## config.mk

```make
export PLATFORM = sky130hd
export DESIGN_NAME = rx_desc_consumer
export DESIGN_NICKNAME = d
export VERILOG_FILES = /design/src/rtl/rdc_pkg.sv /design/src/rtl/rdc_desc_store.sv /design/src/rtl/rdc_classify.sv /design/src/rtl/rdc_head_ctrl.sv /design/src/rtl/rx_desc_consumer.sv
export SDC_FILE = /design/constraint.sdc
export NUM_CORES = 1
export LEC_CHECK = 0
export BUFFER_PORTS_ARGS = -buffer_cell sky130_fd_sc_hd__buf_2
export CORE_ASPECT_RATIO = 1.1
export CORE_MARGIN = 2
export CORE_UTILIZATION = 55
export CTS_CLUSTER_DIAMETER = 200
export DETAILED_ROUTE_END_ITERATION = 10
export PLACE_DENSITY = 0.84
export SLEW_MARGIN = 20
export SYNTH_ARGS = -nofsm -noshare
export SYNTH_HDL_FRONTEND = slang
export SYNTH_SLANG_ARGS = --single-unit
```

## constraint.sdc

```tcl
create_clock -name clk -period 7.2 [get_ports clk]
set_input_delay 0.36 -clock clk [delete_from_list [all_inputs] [get_ports clk]]
set_output_delay 0.36 -clock clk [all_outputs]
set_load 0.01 [all_outputs]
```

## src/rtl/rdc_pkg.sv

```systemverilog
// Package: shared constants and types for the receive descriptor consumer.
// Assumes 32-bit status words; the length field sits in bits 26:16.
package rdc_pkg;

    localparam int unsigned WORD_W = 32;
    localparam int unsigned LEN_W  = 11;

    // Ownership bit value written back when a descriptor is returned
    localparam logic [WORD_W-1:0] OWN_WORD   = 32'h8000_0000;
    // Frame-boundary pattern plus error bit: must equal FRAME_CMP for a good frame
    localparam logic [WORD_W-1:0] GOOD_MASK  = 32'h3800_8300;
    // Frame-boundary pattern alone: a mismatch means the frame spans buffers
    localparam logic [WORD_W-1:0] FRAME_MASK = 32'h3800_0300;
    localparam logic [WORD_W-1:0] FRAME_CMP  = 32'h0000_0300;
    // Low half-word of a quiet continuation buffer
    localparam logic [15:0]       CONT_MARK  = 16'h7FFF;
    // CRC octets removed from the reported length
    localparam logic [LEN_W-1:0]  CRC_BYTES  = 11'd4;

    typedef enum logic [1:0] {
        CLS_BUSY  = 2'd0,
        CLS_GOOD  = 2'd1,
        CLS_SPAN  = 2'd2,
        CLS_FATAL = 2'd3
    } cls_kind_e;

    typedef struct packed {
        cls_kind_e        kind;
        logic             oversize;
        logic [LEN_W-1:0] len;
    } cls_t;

endpackage

```

## src/rtl/rdc_desc_store.sv

```systemverilog
// Module: holds the status word of every ring entry in flops.
// A write from the stimulus side and a release from the consumer may hit
// the same entry on one edge; the release takes priority. The head entry
// is presented combinationally. Assumes head_idx < DEPTH.
module rdc_desc_store
    import rdc_pkg::*;
#(
    parameter int unsigned DEPTH = 2,
    parameter int unsigned IDX_W = 1
) (
    input  logic              clk,
    input  logic              rst_n,
    input  logic              wr_en,
    input  logic [IDX_W-1:0]  wr_idx,
    input  logic [WORD_W-1:0] wr_data,
    input  logic              rel_en,
    input  logic [IDX_W-1:0]  head_idx,
    output logic [WORD_W-1:0] head_status
);

    logic [WORD_W-1:0] entry_q [DEPTH];

    for (genvar g = 0; g < DEPTH; g++) begin : g_entry
        localparam logic [IDX_W-1:0] MY_IDX = IDX_W'(g);

        // Update one entry: reset to owned, release wins over a write
        always_ff @(posedge clk) begin
            if (!rst_n) begin
                entry_q[g] <= OWN_WORD;
            end else if (rel_en && (head_idx == MY_IDX)) begin
                entry_q[g] <= OWN_WORD;
            end else if (wr_en && (wr_idx == MY_IDX)) begin
                entry_q[g] <= wr_data;
            end
        end
    end

    // Select the status word at the head
    always_comb begin
        head_status = '0;
        for (int i = 0; i < DEPTH; i++) begin
            if (head_idx == IDX_W'(i)) begin
                head_status = entry_q[i];
            end
        end
    end

endmodule

```

## src/rtl/rdc_classify.sv

```systemverilog
// Module: decodes one status word into busy / good / spanned / fatal.
// Purely combinational; the length is only meaningful for a good frame.
module rdc_classify
    import rdc_pkg::*;
(
    input  logic [WORD_W-1:0] status,
    output cls_t              cls
);

    logic frame_whole;
    logic good_hit;

    // Boundary pattern and good-frame pattern matches
    always_comb begin
        frame_whole = ((status & FRAME_MASK) == FRAME_CMP);
        good_hit    = ((status & GOOD_MASK) == FRAME_CMP);
    end

    // Priority decode: ownership, then good, then spanned, else fatal
    always_comb begin
        cls.kind     = CLS_BUSY;
        cls.oversize = 1'b0;
        cls.len      = '0;
        if (status[WORD_W-1]) begin
            cls.kind = CLS_BUSY;
        end else if (good_hit) begin
            cls.kind = CLS_GOOD;
            cls.len  = status[26:16] - CRC_BYTES;
        end else if (!frame_whole) begin
            cls.kind     = CLS_SPAN;
            cls.oversize = (status[15:0] != CONT_MARK);
        end else begin
            cls.kind = CLS_FATAL;
        end
    end

endmodule

```

## src/rtl/rdc_head_ctrl.sv

```systemverilog
// Module: acts on a poll: moves the head, returns good descriptors,
// registers the response and keeps the three event counters.
// Assumes cls describes the descriptor at head_idx in the same cycle.
module rdc_head_ctrl
    import rdc_pkg::*;
#(
    parameter int unsigned DEPTH = 2,
    parameter int unsigned IDX_W = 1,
    parameter int unsigned CNT_W = 16
) (
    input  logic             clk,
    input  logic             rst_n,
    input  logic             poll_req,
    input  logic             poll_retrieve,
    input  cls_t             cls,
    output logic [IDX_W-1:0] head_idx,
    output logic             rel_en,
    output logic             resp_valid,
    output logic             rsp_ready,
    output logic [LEN_W-1:0] rsp_len,
    output logic             rsp_oversize,
    output logic             rsp_fatal,
    output logic [CNT_W-1:0] good_cnt,
    output logic [CNT_W-1:0] over_cnt,
    output logic [CNT_W-1:0] fatal_cnt
);

    localparam logic [IDX_W-1:0] LAST_IDX = IDX_W'(DEPTH - 1);
    localparam int unsigned      N_CNT    = 3;

    logic             take;
    logic             is_good;
    logic             is_span;
    logic             is_fatal;
    logic             peek_hit;
    logic [IDX_W-1:0] head_q;
    logic [IDX_W-1:0] head_nxt;
    logic [N_CNT-1:0] cnt_inc;
    logic [CNT_W-1:0] cnt_q [N_CNT];

    // Decode what this poll does to the ring
    always_comb begin
        take     = poll_req && poll_retrieve;
        is_good  = take && (cls.kind == CLS_GOOD);
        is_span  = take && (cls.kind == CLS_SPAN);
        is_fatal = take && (cls.kind == CLS_FATAL);
        peek_hit = poll_req && !poll_retrieve && (cls.kind != CLS_BUSY);
        rel_en   = is_good;
    end

    // Next head: rewind on fatal, step with wrap on good or spanned
    always_comb begin
        head_nxt = head_q;
        if (is_fatal) begin
            head_nxt = '0;
        end else if (is_good || is_span) begin
            head_nxt = (head_q == LAST_IDX) ? '0 : head_q + IDX_W'(1);
        end
    end

    // Head index register
    always_ff @(posedge clk) begin
        if (!rst_n) begin
            head_q <= '0;
        end else begin
            head_q <= head_nxt;
        end
    end

    // Registered poll response
    always_ff @(posedge clk) begin
        if (!rst_n) begin
            resp_valid   <= 1'b0;
            rsp_ready    <= 1'b0;
            rsp_len      <= '0;
            rsp_oversize <= 1'b0;
            rsp_fatal    <= 1'b0;
        end else begin
            resp_valid   <= poll_req;
            rsp_ready    <= peek_hit || is_good;
            rsp_len      <= is_good ? cls.len : '0;
            rsp_oversize <= is_span && cls.oversize;
            rsp_fatal    <= is_fatal;
        end
    end

    assign cnt_inc = {is_fatal, is_span && cls.oversize, is_good};

    for (genvar k = 0; k < N_CNT; k++) begin : g_cnt
        // One wrapping event counter
        always_ff @(posedge clk) begin
            if (!rst_n) begin
                cnt_q[k] <= '0;
            end else if (cnt_inc[k]) begin
                cnt_q[k] <= cnt_q[k] + CNT_W'(1);
            end
        end
    end

    assign head_idx  = head_q;
    assign good_cnt  = cnt_q[0];
    assign over_cnt  = cnt_q[1];
    assign fatal_cnt = cnt_q[2];

endmodule

```

## src/rtl/rx_desc_consumer.sv

```systemverilog
// Module: top of the receive descriptor ring consumer.
// Connects the descriptor store, the status classifier and the head
// controller. Assumes one poll per cycle at most and RING_DEPTH >= 1.
module rx_desc_consumer
    import rdc_pkg::*;
#(
    parameter int unsigned RING_DEPTH = 2,
    parameter int unsigned CNT_W      = 16,
    localparam int unsigned IDX_W     = (RING_DEPTH > 1) ? $clog2(RING_DEPTH) : 1
) (
    input  logic             clk,
    input  logic             rst_n,
    input  logic             desc_wr_en,
    input  logic [IDX_W-1:0] desc_wr_idx,
    input  logic [31:0]      desc_wr_data,
    input  logic             poll_req,
    input  logic             poll_retrieve,
    output logic             resp_valid,
    output logic             pkt_ready,
    output logic [10:0]      pkt_len,
    output logic             oversize_flag,
    output logic             reset_req,
    output logic [IDX_W-1:0] head_idx,
    output logic [CNT_W-1:0] good_count,
    output logic [CNT_W-1:0] oversize_count,
    output logic [CNT_W-1:0] fatal_count
);

    logic [WORD_W-1:0] head_status;
    logic              rel_en;
    cls_t              cls;

    rdc_desc_store #(
        .DEPTH (RING_DEPTH),
        .IDX_W (IDX_W)
    ) i_store (
        .clk         (clk),
        .rst_n       (rst_n),
        .wr_en       (desc_wr_en),
        .wr_idx      (desc_wr_idx),
        .wr_data     (desc_wr_data),
        .rel_en      (rel_en),
        .head_idx    (head_idx),
        .head_status (head_status)
    );

    rdc_classify i_classify (
        .status (head_status),
        .cls    (cls)
    );

    rdc_head_ctrl #(
        .DEPTH (RING_DEPTH),
        .IDX_W (IDX_W),
        .CNT_W (CNT_W)
    ) i_head (
        .clk           (clk),
        .rst_n         (rst_n),
        .poll_req      (poll_req),
        .poll_retrieve (poll_retrieve),
        .cls           (cls),
        .head_idx      (head_idx),
        .rel_en        (rel_en),
        .resp_valid    (resp_valid),
        .rsp_ready     (pkt_ready),
        .rsp_len       (pkt_len),
        .rsp_oversize  (oversize_flag),
        .rsp_fatal     (reset_req),
        .good_cnt      (good_count),
        .over_cnt      (oversize_count),
        .fatal_cnt     (fatal_count)
    );

endmodule

```

==> run metrics, run 1 <==
DRC viols 0; Post-Syn Instances 484; cell family with most CP delay simple AND/OR/NAND/NOR gates; fin nets 632; r2r endpoint i_head.cnt_q[1][13]; routed via count 4125; Cell variety after synth 52; Clock Tree Root clkbuf_16; Reg power frac 47.5%; global-route wire length before repair 19500 um; fmax 374 MHz; Synth area leader edfxtp_1; Critical path buffers and inverters 2; worst vdd ir 0.147 mV; Fin Setup TNS 0 ps; Port Buf Inserts 100; Crit path largest cell delay 620 ps; post-cts resize count 0; WHS Endpoint i_head.rsp_ready; GR Util All Layers 20.8%; most frequent CP cell buf_4; Initial Utilization 55.9%; Ports 102; deepest clock path buffer count 2; # diodes 0; most frequent cells in the layout edfxtp_1 (110), buf_2 (100), nor2_1 (44); Final setup viols 0; fin crit period 2670 ps; Slew Viols, Final 0; critical path required time 7340 ps; Hold Path Class input port to register; mapped cell area 6040 um2; Internal Pwr Total 0.00144 W; Post-synth EDFFs 110; CP Launch Type register; wirelength, routed 11900 um; H-tree depth 4; Max FO, Critical Path 36; Final Wtd Congestion 0.814; CP cell instances buf_4 -> nand3_1 -> nor4_1 -> o22a_1 -> o21ai_1 -> buf_4; Num CTS Buffers 17; commonest non-fill, non-tap cell in the layout edfxtp_1; Pwr Density 250 nW/um2; logic gate share of total power 6.0%; CTS tree yes; Psw 0.000372 W; worst r2r path cells 6; largest cells by area after synthesis edfxtp_1 (55%), dfxtp_1 (5.3%), and2_4 (4.3%); Row Count 40; register area share after synthesis 60.0%; clock group share of total power 46.6%; Post-DP HPWL 7990 um; Die Footprint 11800 um2; clock-pin slew on the worst setup and hold paths 50 ps; Tcrit/Tclk final 37.1%; Antenna Nets Post-Route 0; minimum hold slack 177 ps; initial antenna violation count 0; chip width 104 um; ys async rst share 0%; CP max-delay cell o22a_1; routed vias/inst 5.50; worst skew pair latency 410 ps; ys flop type edfxtp_1; Reg2Reg Setup Slack 4530 ps; Hold Fails Final Rpt 0; total iterations of the first detailed-routing run 5; Worst path depth 6; Seq cells post-synth 126; Worst Hold Depth 2; Ys Warns 0; initial DRC count 258; die span in y 114 um; Arr. time, crit path 2820 ps; critical path capture point type register; Clock Skews 11.3 ps; max-cap viol count 0; R2R Path Start i_head.head_idx; status finished, final reports clean; CTS Hold Bufs 0; Synth top area share 54.7%; Sink Count 126; Leak 2.78 nW; syn avg cell area 12.5 um2; WS Path Type register to register; drt wl/cell 15.8 um; switching part of the total power 20.6%; vias in the first global route 4016; max-slew headroom at the worst pin 36.6%; CORE AREA 10800 um2; Worst Tran Pin Value 949 ps; Area growth syn-to-layout 20.0%; min-delay src poll_retrieve; share of layout cells above drive strength 1 29.4%; pin count of the biggest net entering global routing 37; GRT overflow 0; RSZ-0062 raised after global routing false; post-CTS setup buffers 0; net count after synthesis 526
## worst max-delay path by stage
| stage | from | to |
|---|---|---|
| after floorplan | i_head.head_idx | i_store.entry_q[0][0] |
| after global placement | i_head.head_idx | i_head.cnt_q[1][10] |
| after CTS | i_head.head_idx | i_head.cnt_q[1][6] |
| final | i_head.head_idx | i_head.cnt_q[1][13] |
| after detailed placement | i_head.head_idx | i_head.cnt_q[1][9] |
| after global routing | i_head.head_idx | i_head.cnt_q[1][7] |
## area by class of cell
type | instances | area, um2
inverter | 11 | 41.3
fill | 797 | 3560
sequential | 126 | 3620
clock inverter | 8 | 115
multi-input combinational | 327 | 2260
timing repair buffer | 107 | 553
tap | 147 | 184
clock buffer | 24 | 472
## power groups by stage
stage,clock network (W),registers (W),logic [W]
floorplan,0,0.000874,0.0000639
CTS,0.000855,0.000859,0.000109
detailed placement,0,0.000873,0.000107
finish,0.000844,0.000859,0.000108
global route,0.000884,0.000863,0.000119
global placement,0,0.000870,0.000104
## stage by stage
stage,util [%],total power [W],instance area [um2],instances,worst slack [ps]
floorplan,-,0.000938,6040,484,1800
detailed placement,61.7,0.000980,6670,718,4570
CTS,67.1,0.00182,7250,750,4550
global route,67.1,0.00187,7250,750,4250
finish,67.1,0.00181,7250,750,4530
global placement,61.7,0.000974,6670,718,4690
## registers in the layout (all words and copies together), names as in the netlist
signal and count:
i_head.cnt_q 48, i_head.head_idx 1, i_head.resp_valid 1, i_head.rsp_fatal 1, i_head.rsp_len 11, i_head.rsp_oversize 1
i_head.rsp_ready 1, i_store.entry_q 62
## logic make-up (layout without fill, tap and decap cells)
group,after synthesis,after routing,share of synthesized area (%)
DFF,126,126,60.0
AOI/OAI and AO/OA,33,33,4.60
and+or+nand+nor,234,234,23.4
buffers and inverters,31,150,2.84
xor gates and xnor gates,44,44,6.38
muxes,12,12,2.01
adders and majority gates,4,4,0.828
## synth_stat cells, types with 16 or more instances
cell / count
xnor2_1: 22
xor2_1: 22
nand4_1: 19
and2_4: 30
edfxtp_1: 110
nor2_1: 44
and2_1: 33
dfxtp_1: 16
nand3_1: 22
nor3_1: 32
nand2_1: 17
## routing by layer
layer	wire (um)	track usage, %
met1	5110	25.7
met5	0	0
met4	149	7.93
met2	6030	35.4
met3	594	5.54
(Power assumes the default switching activity.)
==> inputs of run 2 (changes only) <==
Settings changed: ABC_AREA set to 1.
Clock period 7.2 ns to 2.8 ns, I/O delays scaled along.
==> run 2 against run 1 <==
Against the previous run:
- final area is 0.21% lower
- flip-flop and latch count unchanged
- core utilization shrank 0.14 points
- largest cell class unchanged
- fmax is 10% higher
- critical path type unchanged
- critical endpoint is now i_store.entry_q[0][24]
- combinational power rose to 2.8 times the previous value
- worst setup slack got worse by 4200 ps
- global-route usage increased by 0.73 points
- critical path depth is 3 higher
==> run metrics, run 2 <==
met1 Use GR 25.0% (-0.75 points); RSZ-0062 raised after global routing false; Post-DP HPWL 8240 um (+3.2%); CP max-delay cell dfxtp_1; global-route wire length before repair 20200 um (+3.8%); Row Count 40 (unchanged); ys flop type edfxtp_1; Pwr Density 630 nW/um2 (+150%); fin crit period 2430 ps (-246 ps); critical path required time 2960 ps (-4380 ps); syn avg cell area 9.80 um2 (-21%); fmax 412 MHz (+10%); pin count of the biggest net entering global routing 31 (-16%); most frequent cells in the layout nor2_1 (148), edfxtp_1 (110), buf_2 (100); WS Path Type register to register; Largest register FFs 62 (unchanged); fill count 844 (+5.9%); Ports 102 (unchanged); clock-pin slew on the worst setup and hold paths 60 ps (about the same); routing usage on met2 39.0% (+3.6 points); top post-synthesis cells by count nor2_1 (148), edfxtp_1 (110), nand2_1 (99); Hold Path Class input port to register; Tcrit/Tclk final 86.7% (+50 points); Leak 3.25 nW (+17%); max-cap viol count 0 (unchanged); CP Launch Type register; total iterations of the first detailed-routing run 6 (+1); wirelength, routed 12100 um (+2.0%); Slew Viols, Final 0 (unchanged); CTS tree yes; Final setup viols 0 (unchanged); Cell variety after synth 34 (-35%); Port Buf Inserts 100 (unchanged); minimum hold slack 35.9 ps (-141 ps); Num CTS Buffers 17 (unchanged); Fin Setup TNS 0 ps (unchanged); Largest regs i_store.entry_q (62), i_head.cnt_q (48), i_head.rsp_len (11); net count after synthesis 659 (+25%); critical path capture point type register; Post-synth EDFFs 110 (unchanged); worst skew pair latency 410 ps (about the same); total power 0.00456 W (+150%); deepest clock path buffer count 2 (unchanged); Die Footprint 11900 um2 (about the same); H-tree depth 4 (unchanged); Max FO, Critical Path 23 (-36%); count leader, synth nor2_1; Synth top area share 54.6% (about the same); initial antenna violation count 0 (unchanged); vias in the first global route 4398 (+9.5%); Clock Tree Root clkbuf_16; Final WS setup 372 ps (-4150 ps); CP cell instances inv_1 -> buf_4 -> nand2_1 -> nand4_4 -> nor2_8 -> nand2_2 -> nand3_2 -> nand3_1 -> buf_12; busiest layer in global routing met2; Post-Syn Instances 617 (+27%); post-CTS setup buffers 0 (unchanged); Antenna Nets Post-Route 0 (unchanged); GRT overflow 0 (unchanged); commonest non-fill, non-tap cell in the layout nor2_1; routed vias/inst 5.01 (-8.9%); Worst Tran Pin Value 720 ps (-228 ps); Hold Fails Final Rpt 0 (unchanged); largest cells by area after synthesis edfxtp_1 (55%), nor2_1 (9.2%), nand2_1 (6.1%); ys async rst share 0% (unchanged); # diodes 0 (unchanged); CORE AREA 10800 um2 (unchanged); Crit path largest cell delay 470 ps (-150 ps); Final Wtd Congestion 0.870 (+6.9%); die span in y 114 um (about the same); status finished, final reports clean; fin nets 773 (+22%); DRC viols 0 (unchanged); Sink Count 126 (unchanged); Final Util 66.9% (-0.14 points); chip width 104 um (about the same); max-slew headroom at the worst pin 51.9% (+15 points); GR Util met3 4.29% (-1.3 points); mapped cell area 6050 um2 (about the same); share of layout cells above drive strength 1 23.5% (-5.8 points); Seq cells post-synth 126 (unchanged); pre-CTS setup slack 425 ps (-4150 ps); Ys Warns 0 (unchanged); drt wl/cell 13.6 um (-14%); worst vdd ir 0.437 mV (+200%); Clock Skews 7.89 ps (-3.46 ps); Top reg by flops i_store.entry_q; Synth area leader edfxtp_1; Initial Utilization 55.9% (about the same); initial DRC count 228 (-12%); Area growth syn-to-layout 19.7%; GR Util All Layers 21.6% (+0.73 points); Arr. time, crit path 2590 ps (-230 ps); routed via count 4466 (+8.3%); register area share after synthesis 59.9% (about the same)
-- run 2: cell count changes after synthesis, sizes merged, moves of 5 or more --
cell   before  now
xnor2      22    7
nor3       32   17
inv        11   98
o21ai       6   11
nand3      23   33
nor2       45  150
and2       63    0
nand2      17  101
nor4        8    0
a21oi       6   16
mux2i      11    1
nand4      20   13
xor2       22   15
-- run 2: through the flow --
stage                     instance area (um2)  cells
after floorplan                          6050    617
after global placement                   6650    857
after detailed placement                 6650    857
after CTS                                7240    891
after global routing                     7240    891
final                                    7240    891
-- run 2: worst max-delay path, delay by kind of cell (launching register included) --
kind          cells  cell delay, ps
flops             1             470
buf+inv           3             660
simple gates      6            1030
-- run 2: cell type report --
class	instances	area [um2]	area share (%)
Sequential cell	126	3620	50.1
Multi-Input combinational cell	379	1910	26.4
Timing Repair Buffer	109	586	8.09
Clock buffer	18	429	5.93
Inverter	98	368	5.08
Tap cell	147	184	2.54
Clock inverter	14	134	1.85
-- run 2: logic make-up after synthesis --
group | Yosys count | share of synthesized area [%]
adder cells (fa/ha/maj) | 4 | 0.828
buffers and inverters | 112 | 8.46
XOR/XNOR | 22 | 3.19
multiplexers | 1 | 0.166
AND/OR/NAND/NOR | 323 | 24.2
AO/OA/AOI/OAI | 29 | 3.21
flip-flops | 126 | 59.9
-- run 2: what timing repair did --
item	4_1_cts	5_1_grt
gates resized for setup	0	0
hold buffers	2	0
endpoints found under the hold margin	2	0
-- run 2: layer usage --
layer  wire length, um  vias to the layer above  share of wire (%)
li1                  -                     2223                  -
met1              5080                     2105                 42
met2              6290                      122                 52
met3               530                       16                4.4
met4               216                        0                1.8
met5                 0                        -                  0
-- run 2: path summary, 6_finish.rpt --
kind / from / to / slack (ps) / depth (start not counted)
setup reg to reg: i_head.head_idx / i_store.entry_q[0][24] / 370 / 9
setup / recovery: i_head.head_idx / i_store.entry_q[0][24] / 370 / 9
hold reg to reg: i_store.entry_q[0][17] / i_head.rsp_len[1] / 510 / 2
hold / removal: desc_wr_data[3] / i_store.entry_q[1][3] / 40 / 3
-- run 2: power by group --
part | internal [W] | leakage, nW | switching [W] | total, W
clock network | 0.00123 | 0.260 | 0.000853 | 0.00209
logic | 0.000102 | 1.70 | 0.000202 | 0.000304
registers | 0.00213 | 1.29 | 0.0000440 | 0.00217
